[src/rtl/report_hold.sv]
module report_hold #(
  parameter int REC_W = 39
) (
  input  logic             clk,
  input  logic             rst,
  input  logic             push,
  input  logic [REC_W-1:0] push_data,
  input  logic             ready,
  output logic             valid,
  output logic [REC_W-1:0] data,
  output logic             overflow
);
  always_ff @(posedge clk) begin
    if (rst) begin
      valid    <= 1'b0;
      data     <= '0;
      overflow <= 1'b0;
    end else begin
      if (push && (!valid || ready)) begin
        valid <= 1'b1;
        data  <= push_data;
      end else if (valid && ready) begin
        valid <= 1'b0;
      end
      if (push && valid && !ready)
        overflow <= 1'b1;
    end
  end

  assert_hold_stable_R9: assert property (@(posedge clk) disable iff (rst)
    (valid && !ready) |=> (valid && $stable(data)));
  assert_no_overflow_clear_R9: assert property (@(posedge clk) disable iff (rst)
    overflow |=> overflow);
endmodule

[config.mk]
export PLATFORM = sky130hd
export DESIGN_NAME = report_hold
export DESIGN_NICKNAME = d
export VERILOG_FILES = /design/src/rtl/report_hold.sv
export SDC_FILE = /design/constraint.sdc
export NUM_CORES = 1
export LEC_CHECK = 0
export BUFFER_PORTS_ARGS = -buffer_cell sky130_fd_sc_hd__buf_2
export CAP_MARGIN = 20
export CORE_MARGIN = 2
export CORE_UTILIZATION = 46
export DETAILED_ROUTE_END_ITERATION = 10
export PLACE_DENSITY = 0.89
export SLEW_MARGIN = 30
export SYNTH_ARGS = -nofsm -noshare
export SYNTH_HDL_FRONTEND = slang
export SYNTH_SLANG_ARGS = --single-unit
export TNS_END_PERCENT = 100
[constraint.sdc]
create_clock -name clk -period 1.2 [get_ports clk]
set_input_delay 0.18 -clock clk [delete_from_list [all_inputs] [get_ports clk]]
set_output_delay 0.18 -clock clk [all_outputs]
set_load 0.005 [all_outputs]
==> metrics.txt <==
status finished, final reports clean; # IOs 84; Mapped Area 1820 sq um; PwrDens 1200 nW/um^2; required time worst endpoint 1.41 ns; Worst VDD drop 994 uV; 1st-iter DRT viols 52; Die Y 66.8 um; CTS Buf Count 5; die area 4470 sq um; postcts setup bufs 0; Pleak 0.00118 uW; n_diodes 0; Clock Tree Root clkbuf_8; Syn Nets 220; post-synthesis sequential area ratio 45.2%; Crit path buffers/inverters 1; WL final 3.31 mm; worst slew pin tran 0.209 ns; commonest non-fill, non-tap cells in the layout 83 x buf_2, 78 x nand2b_1, 41 x dfxtp_1; global placement routability congestion 0.633; Crit path arrival time 1.31 ns; CP max-delay cell dfxtp_1; critical path cell sequence nor2b_4 > nor2b_4 > buf_12 > mux2i_1; CP max FO 17; Post-Place Worst Slack 0.0642 ns; clock tree buffer depth 2; final core occ 64.5%; CTS sink cnt 41; crit-path leading delay family simple AND/OR/NAND/NOR gates; largest net degree at the start of global routing 47; f_max 0.904 GHz; Worst-path clk slew 0.07 ns; commonest non-fill, non-tap cell in the layout buf_2; Final Hold Fails 0; CORE AREA 3720 sq um; critical path class flop to flop; # hold bufs at CTS 0; # setup viols final 0; initial antenna violation count 0; nets 302; die boundary width 66.8 um; Core Rows 22; Clock Skew 0.00514 ns; Synth Warn # 0; H-tree levels 2; CTS tree yes; Startpoint Class flop; Via-to-Cell Ratio 4.58; drt first pass iters 4; CTS resizes 0; clock insertion delay at the later pin of the skew report 0.28 ns; Crit path largest cell delay 0.31 ns; Port Buf Inserts 83; All-Layer GR Usage 16.6%; RSZ-0062 raised after global routing false; Fin Hold WS 0.149 ns; Syn Area/Cell 10.3 sq um; Max-cap violations 0; Initial Util 48.9%; DR DRC count 0; number of global-route vias before repair 1367; crit share post-route 92.2%; Mapped Cells 177; Unique masters post-synth 12; Final ANT Viol Nets 0; final setup TNS 0 ns; final setup margin 0.0936 ns; Yosys reg bits 41; share of cells above drive strength 1 37.7%; worst hold-check path type input port to flop; critical path's most frequent cell nor2b_4; P&R area growth vs syn 32.0%; Via Count 1410; CP endpoint kind flop; max-slew violations 0; crit path time final 1.11 ns; global-route wire length before repair 5.62 mm; hpwl dp 2.52 mm; total gr overflow 0; Slew headroom 86.0%; drt wl/cell 10.7 um
## synthesized netlist by cell type
cell type | count | share of area (%)
nor2b_4 | 1 | 0.76
clkbuf_2 | 1 | 0.28
nor2_1 | 3 | 0.62
clkbuf_1 | 8 | 1.7
buf_12 | 1 | 1.1
dfxtp_1 | 41 | 45
buf_4 | 2 | 0.83
mux2i_1 | 39 | 21
nand2b_1 | 78 | 27
nor2b_1 | 1 | 0.34
buf_6 | 1 | 0.62
a21oi_1 | 1 | 0.28
## per-layer routing
| metal | up-vias | GRT usage (%) | routed length [um] |
|---|---|---|---|
| met2 | 55 | 28.0 | 1590 |
| met5 | - | 0 | 0 |
| met4 | 0 | 6.12 | 18 |
| li1 | 724 | - | - |
| met1 | 629 | 19.5 | 1390 |
| met3 | 2 | 5.41 | 311 |
## state kept, by name, indices dropped and copies added, names as in the netlist
| name | cells |
|---|---|
| overflow | 1 |
| data | 39 |
| valid | 1 |
## final timing paths
kind	from	to	slack, ns	cells after the start
setup reg to reg	valid	data[8]	0.09	4
hold reg to reg	data[33]	data[33]	0.47	2
hold / removal	push_data[0]	data[0]	0.15	3
setup / recovery	valid	data[8]	0.09	4
## worst reg2reg max path: stages (launching register included)
cell     delay (ns)
dfxtp_1        0.31
nor2b_4        0.13
nor2b_4        0.19
buf_12         0.20
mux2i_1        0.21
## per-stage QoR
stage	instance area (sq um)	power [uW]	instances
after global placement	2290	1960	300
after global routing	2400	3050	308
after floorplan	1820	1770	177
final	2400	2880	308
after detailed placement	2290	1980	300
after CTS	2390	2930	308
## area by class of cell
| cell class | count | area (sq um) |
|---|---|---|
| fillers | 337 | 1320 |
| multi-input cells | 123 | 922 |
| flip-flops and latches | 41 | 821 |
| repair buffers | 88 | 494 |
| clock buffers | 7 | 96.3 |
| well taps | 48 | 60.1 |
| clock inverters | 1 | 5.00 |
## where the power goes
| group | switching, uW | internal (uW) | total (uW) |
|---|---|---|---|
| Sequential | 43.7 | 1450 | 1490 |
| Combinational | 183 | 262 | 445 |
| Clock | 425 | 519 | 944 |
| Total | 651 | 2230 | 2880 |
## cell families after synthesis
logic type	count (synthesis)	share of synthesized area, %
AOI/OAI and AO/OA	1	0.275
buffers and inverters	13	4.48
DFF	41	45.2
muxes	39	21.5
and+or+nand+nor	83	28.6
Power figures use the tool's default switching activity.
